## config.mk

```make
export PLATFORM = sky130hd
export DESIGN_NAME = dsq_squarer
export DESIGN_NICKNAME = d
export VERILOG_FILES = /design/src/rtl/dsq_pkg.sv /design/src/rtl/dsq_column.sv /design/src/rtl/dsq_carry_chain.sv /design/src/rtl/dsq_squarer.sv
export SDC_FILE = /design/constraint.sdc
export NUM_CORES = 1
export LEC_CHECK = 0
export BUFFER_PORTS_ARGS = -buffer_cell sky130_fd_sc_hd__buf_2
export CAP_MARGIN = 20
export CORE_MARGIN = 3
export CORE_UTILIZATION = 58
export DETAILED_ROUTE_END_ITERATION = 10
export PLACE_DENSITY = 0.78
export SYNTH_ARGS = -nofsm -noshare
export SYNTH_HDL_FRONTEND = slang
export SYNTH_HIERARCHICAL = 1
export SYNTH_SLANG_ARGS = --single-unit
```

## constraint.sdc

```tcl
create_clock -name vclk -period 10.95
set_input_delay 1.095 -clock vclk [all_inputs]
set_output_delay 1.095 -clock vclk [all_outputs]
set_load 0.005 [all_outputs]
```

## src/rtl/dsq_pkg.sv

```systemverilog
package dsq_pkg;

    // Width needed for one column's duplex: at most N/2 doubled pairs plus one middle bit.
    function automatic int dup_width(input int n);
        return $clog2(n + 1) + 1;
    endfunction

    // Width of the running column sum: the duplex plus the incoming carry stays at or below 2N.
    function automatic int acc_width(input int n);
        return $clog2(2 * n + 2) + 1;
    endfunction

endpackage

```

## src/rtl/dsq_column.sv

```systemverilog
module dsq_column
    import dsq_pkg::*;
#(
    parameter int N   = 8,
    parameter int COL = 0
) (
    input  logic [N-1:0]              operand,
    output logic [dup_width(N)-1:0]   duplex
);
    localparam int DW = dup_width(N);

    logic [DW-1:0] pair_sum;
    logic          mid_bit;

    // Each off-diagonal pair (i<j) with i+j == COL is formed exactly once.
    always_comb begin
        pair_sum = '0;
        for (int i = 0; i < N; i++) begin
            for (int j = i + 1; j < N; j++) begin
                if (i + j == COL) begin
                    pair_sum = pair_sum + DW'(operand[i] & operand[j]);
                end
            end
        end
    end

    // The middle term: a bit squared is the bit itself.
    always_comb begin
        mid_bit = 1'b0;
        for (int i = 0; i < N; i++) begin
            if (2 * i == COL) begin
                mid_bit = operand[i];
            end
        end
    end

    // Doubling the pair sum is a shift by one place.
    assign duplex = (pair_sum << 1) + DW'(mid_bit);

    // the duplex never exceeds N, so the carry chain's width bound holds
    always_comb begin
        a_r1_duplex_bound: assert (int'(duplex) <= N)
            else $error("duplex column %0d out of range: %0d", COL, duplex);
    end

endmodule

```

## src/rtl/dsq_carry_chain.sv

```systemverilog
module dsq_carry_chain
    import dsq_pkg::*;
#(
    parameter int N = 8
) (
    input  logic [(2*N-1)*dup_width(N)-1:0] dup_bus,
    output logic [2*N-1:0]                  result
);
    localparam int DW   = dup_width(N);
    localparam int AW   = acc_width(N);
    localparam int COLS = 2 * N - 1;

    logic [AW-1:0] carry [0:COLS];

    assign carry[0] = '0;

    // Resolve the columns from the least significant one upward; carries may span several bits.
    for (genvar c = 0; c < COLS; c++) begin : g_stage
        logic [AW-1:0] acc;
        assign acc          = AW'(dup_bus[c*DW +: DW]) + carry[c];
        assign result[c]    = acc[0];
        assign carry[c+1]   = acc >> 1;
    end

    // The carry out of the top column becomes the most significant result bit.
    assign result[2*N-1] = carry[COLS][0];

    // the top carry fits one bit, so no part of the square is lost
    always_comb begin
        a_r1_top_carry_fits: assert (carry[COLS] < AW'(2))
            else $error("top carry too wide: %0d", carry[COLS]);
    end

endmodule

```

## src/rtl/dsq_squarer.sv

```systemverilog
module dsq_squarer
    import dsq_pkg::*;
#(
    parameter int N = 8
) (
    input  logic [N-1:0]   operand,
    output logic [2*N-1:0] square
);
    localparam int DW   = dup_width(N);
    localparam int COLS = 2 * N - 1;

    logic [COLS*DW-1:0] dup_bus;

    for (genvar c = 0; c < COLS; c++) begin : g_col
        dsq_column #(
            .N   (N),
            .COL (c)
        ) u_col (
            .operand (operand),
            .duplex  (dup_bus[c*DW +: DW])
        );
    end

    dsq_carry_chain #(
        .N (N)
    ) u_chain (
        .dup_bus (dup_bus),
        .result  (square)
    );

    // the lowest result bit follows the lowest operand bit
    always_comb begin
        a_r2_lsb_match: assert (square[0] == operand[0])
            else $error("square bit 0 mismatch");
    end

    // a square is never 2 or 3 modulo 4
    always_comb begin
        a_r3_bit1_zero: assert (square[1] == 1'b0)
            else $error("square bit 1 set");
    end

endmodule

```

==> results.md, run 1 <==
* Status: finished, violations left
* Failing checks: setup timing
* Initial antenna violation count at 0
* Starting DRT DRC Count at 88
* Vias in the first global route at 2273
* Final worst setup slack at -0.509 ns
* DRT Pass-1 Iters at 4
* WL met1 at 2320 um
* Post-route DRC at 0
* Met3 WL post-DR at 101 um
* Crit path launch type: input pin
* N_diodes at 0
* HP Class: in2out
* Crit end category: primary output
* Routed WL at 5660 um
* Largest net degree at the start of global routing at 9
* Register area at 0 um^2
* RePlAce Congestion at 0.810
* Endpoints failing hold at 0
* Avg Cell Area, Syn at 8.15 um^2
* Wire per inst at 13.0 um
* Worst path max stage delay at 0.60 ns
* Most common cell on crit path: ha_4
* Grt ovf at 0
* FMAX at 87.3 MHz
* # rows at 24
* RSZ-0062 raised after global routing: true
* I/O pin count at 24
* Clock buffers at 0
* Die area at 0.00570 mm^2
* Yosys warns at 6
* Via count at 2152
* Area grow syn2layout at 24.6%
* Vias/cell at 4.94
* Max Cap Viol at 0
* Top layer in use: met4
* Die height at 75.5 um
* Fin area at 0.00349 mm^2
* Critical path's slowest cell: fa_2
* Layout Cells excl Fill at 436
* Met2 wire len at 3140 um
* Cell area after placement at 0.00294 mm^2
* Setup violations, final at 2
* GRT Total Usage at 19.5%
* Final period util at 105%
* CP Data Arrival Time at 10.36 ns
* Cells after Synth at 344
* Final #Nets at 479
* Die W at 75.5 um
* Crit path time final at 11.46 ns
* Ratio of cells with drive above 1 in the final layout at 36.2%
* PortBufs at 23
* Mapped Area at 0.00280 mm^2
* Hold_sp: operand[0]
* Initial Util at 62.2%
* Max-slew violations at 0
* Crit-path max FO at 3
* Final HPWL DP at 4110 um
* Pre-CTS setup slack at -0.862 ns
* Global-route wire length before repair at 9020 um
* Seq Cell Count at 0
* DP Cell Count at 419
* Final ANT Viol Nets at 0
* CP Launch Point: operand[1]
* TNS Setup at -0.514 ns
* Worst EP required at 9.86 ns
* Core Box Area at 0.00450 mm^2
* CP Class: in2out
-- cells in the final DEF (no fill, tap or decap), types with 6 or more instances in the layout --
cell / count
a21o_1: 22
a21oi_1: 10
a21oi_2: 11
and2_1: 24
buf_2: 20
buf_4: 37
buf_6: 7
conb_1: 38
fa_1: 7
fa_2: 11
ha_1: 54
ha_4: 12
inv_1: 36
inv_2: 14
nand2_1: 6
nand2b_1: 6
nor2b_1: 8
o21ai_0: 6
xnor2_1: 21
xnor2_2: 11
-- repair_timing --
action	4_1_cts	5_1_grt
gates resized for setup	30	54
hold buffers	0	0
setup endpoints to repair	2	3
cloned	0	0
pin swaps	36	62
buffers inserted	8	9
-- worst paths after layout --
path / cells after the start / end / slack (ns)
max: 49 / square[15] / -0.51
min: 3 / square[0] / 2.50
-- critical path, delay by kind of cell --
kind / cells / cell delay, ns
compound gates: 6 / 1.03
xor+xnor: 14 / 2.14
buf+inv: 6 / 0.49
simple gates: 7 / 0.80
fa+ha+maj: 16 / 4.79
-- final cells by class --
cell class | instances | area (um^2)
fillers | 290 | 1010
repair buffers | 64 | 457
well taps | 52 | 65.1
multi-input cells | 270 | 2780
inverters | 50 | 188
-- per-stage QoR --
stage               hold WS (ns)  utilization, %
global placement            2.51            65.3
CTS                         2.52            69.9
detailed placement          2.52            65.3
floorplan                   2.35               -
global route                2.52            77.5
finish                      2.50            77.5
-- per-layer routing --
layer | up-vias | GRT usage [%]
li1 | 1088 | -
met1 | 1025 | 22.9
met2 | 31 | 39.7
met3 | 8 | 0.660
met4 | 0 | 2.52
met5 | - | 0
Power of run 1 is not shown: default switching activity piles up to over one toggle a cycle in this logic, so the estimate is an artifact.
==> run 2, diff against run 1 <==
- CORE_ASPECT_RATIO: not set -> 1.5
- CORE_UTILIZATION: 58 -> 33
- PLACE_DENSITY: 0.78 -> 0.48
- REMOVE_ABC_BUFFERS: not set -> 1
==> results.md, run 2 (synthesis gave the netlist of run 1 again) <==
* RSZ-0062 raised after global routing: true (unchanged)
* RePlAce Congestion at 0.737 (was 0.810)
* Final HPWL DP at 4340 um (was 4110 um)
* Final period util at 105% (about the same)
* Die area at 0.00966 mm^2 (was 0.00570 mm^2)
* I/O pin count at 24 (unchanged)
* Fillers at 841 (was 290)
* Post-route DRC at 0 (unchanged)
* Final worst setup slack at -0.493 ns (was -0.509 ns)
* Vias/cell at 4.21 (was 4.94)
* DRT Pass-1 Iters at 4 (unchanged)
* Status: finished, violations left (unchanged)
* HP Class: in2out (unchanged)
* CP Data Arrival Time at 10.35 ns (was 10.36 ns)
* Final #Nets at 489 (was 479)
* Global-route wire length before repair at 8570 um (was 9020 um)
* Crit path time final at 11.44 ns (was 11.46 ns)
* Hold Slack at 2.49 ns (was 2.50 ns)
* Seq Cell Count at 0 (unchanged)
* Worst path max stage delay at 0.60 ns (about the same)
* PortBufs at 23 (unchanged)
* Vias in the first global route at 2102 (was 2273)
* Failing checks: setup timing (unchanged)
* Max Cap Viol at 0 (unchanged)
* Die height at 119 um (was 75.5 um)
* Die W at 81.2 um (was 75.5 um)
* Clock buffers at 0 (unchanged)
* Critical path's slowest cell: fa_2 (unchanged)
* CP Class: in2out (unchanged)
* Final ANT Viol Nets at 0 (unchanged)
* # hold bufs at CTS at 0 (unchanged)
* Endpoints failing hold at 0 (unchanged)
* Worst EP required at 9.86 ns (about the same)
* Area grow syn2layout at 25.8% (was 24.6%)
* Initial antenna violation count at 0 (unchanged)
* Crit path launch type: input pin (unchanged)
* Via count at 2101 (was 2152)
* N_diodes at 0 (unchanged)
* Grt ovf at 0 (unchanged)
* Setup violations, final at 1 (was 2)
* Commonest non-fill, non-tap cells in the layout: ha_1 (55), buf_4 (50), conb_1 (38) (was ha_1 (54), conb_1 (38), buf_4 (37))
* Core Box Area at 0.00816 mm^2 (was 0.00450 mm^2)
* Ratio of cells with drive above 1 in the final layout at 36.3% (was 36.2%)
* Crit-path max FO at 2 (was 3)
* Largest net degree at the start of global routing at 9 (unchanged)
* Routed WL at 5200 um (was 5660 um)
* # rows at 40 (was 24)
* Starting DRT DRC Count at 27 (was 88)
* Crit end category: primary output (unchanged)
* Initial Util at 34.4% (was 62.2%)
* Max-slew violations at 0 (unchanged)
* Commonest non-fill, non-tap cell in the layout: ha_1 (unchanged)
* Register area at 0 um^2 (unchanged)
* Wire per inst at 10.4 um (was 13.0 um)
* FMAX at 87.4 MHz (was 87.3 MHz)
* GRT Total Usage at 10.7% (was 19.5%)
run 2: metal layers:
layer	global-route usage [%]	share of wire, %	vias to the layer above
met2	21.9	57	18
li1	-	-	1112
met1	12.7	41	971
met3	0.0756	1.5	0
met5	0	0	-
met4	0	0	0
run 2: what timing repair did:
action                                  4_1_cts  5_1_grt
pin swaps                                    20       69
resized for setup                            21       57
setup buffers                                 8       11
gates cloned                                  0        0
endpoints found under the setup margin        3        3
hold endpoints to repair                      0        0
run 2: cell type report:
| cell class | instances | area [um^2] | share of cell area (%) |
|---|---|---|---|
| Tap cell | 105 | 131 | 3.73 |
| Timing Repair Buffer | 74 | 514 | 14.6 |
| Inverter | 50 | 188 | 5.32 |
| Multi-Input combinational cell | 270 | 2690 | 76.4 |
run 2: critical path: cells and delay by family:
kind                       cells  cell delay (ns)
xor gates and xnor gates      10             1.64
adders and majority gates     20             6.37
buffers and inverters         17             1.10
and+or+nand+nor                1             0.15
run 2: path summary, 6_finish.rpt:
path                       start    endpoint  slack [ns]  cells past startpoint
worst min-delay path  operand[0]   square[0]        2.49                      3
worst max-delay path  operand[1]  square[15]       -0.49                     48
run 2: through the flow:
step                      worst slack [ns]  cells  utilization, %  instance area, um^2  setup TNS [ns]
after floorplan                     -0.415    320               -                 2540          -0.415
after global placement               -1.10    480            37.1                 3020           -1.63
after detailed placement             -1.30    480            37.1                 3020           -2.11
after CTS                           -0.804    488            39.1                 3190           -1.01
after global routing                -0.918    499            43.2                 3520           -1.26
final                               -0.493    499            43.2                 3520          -0.493
Power of run 2 is left out for the same reason.
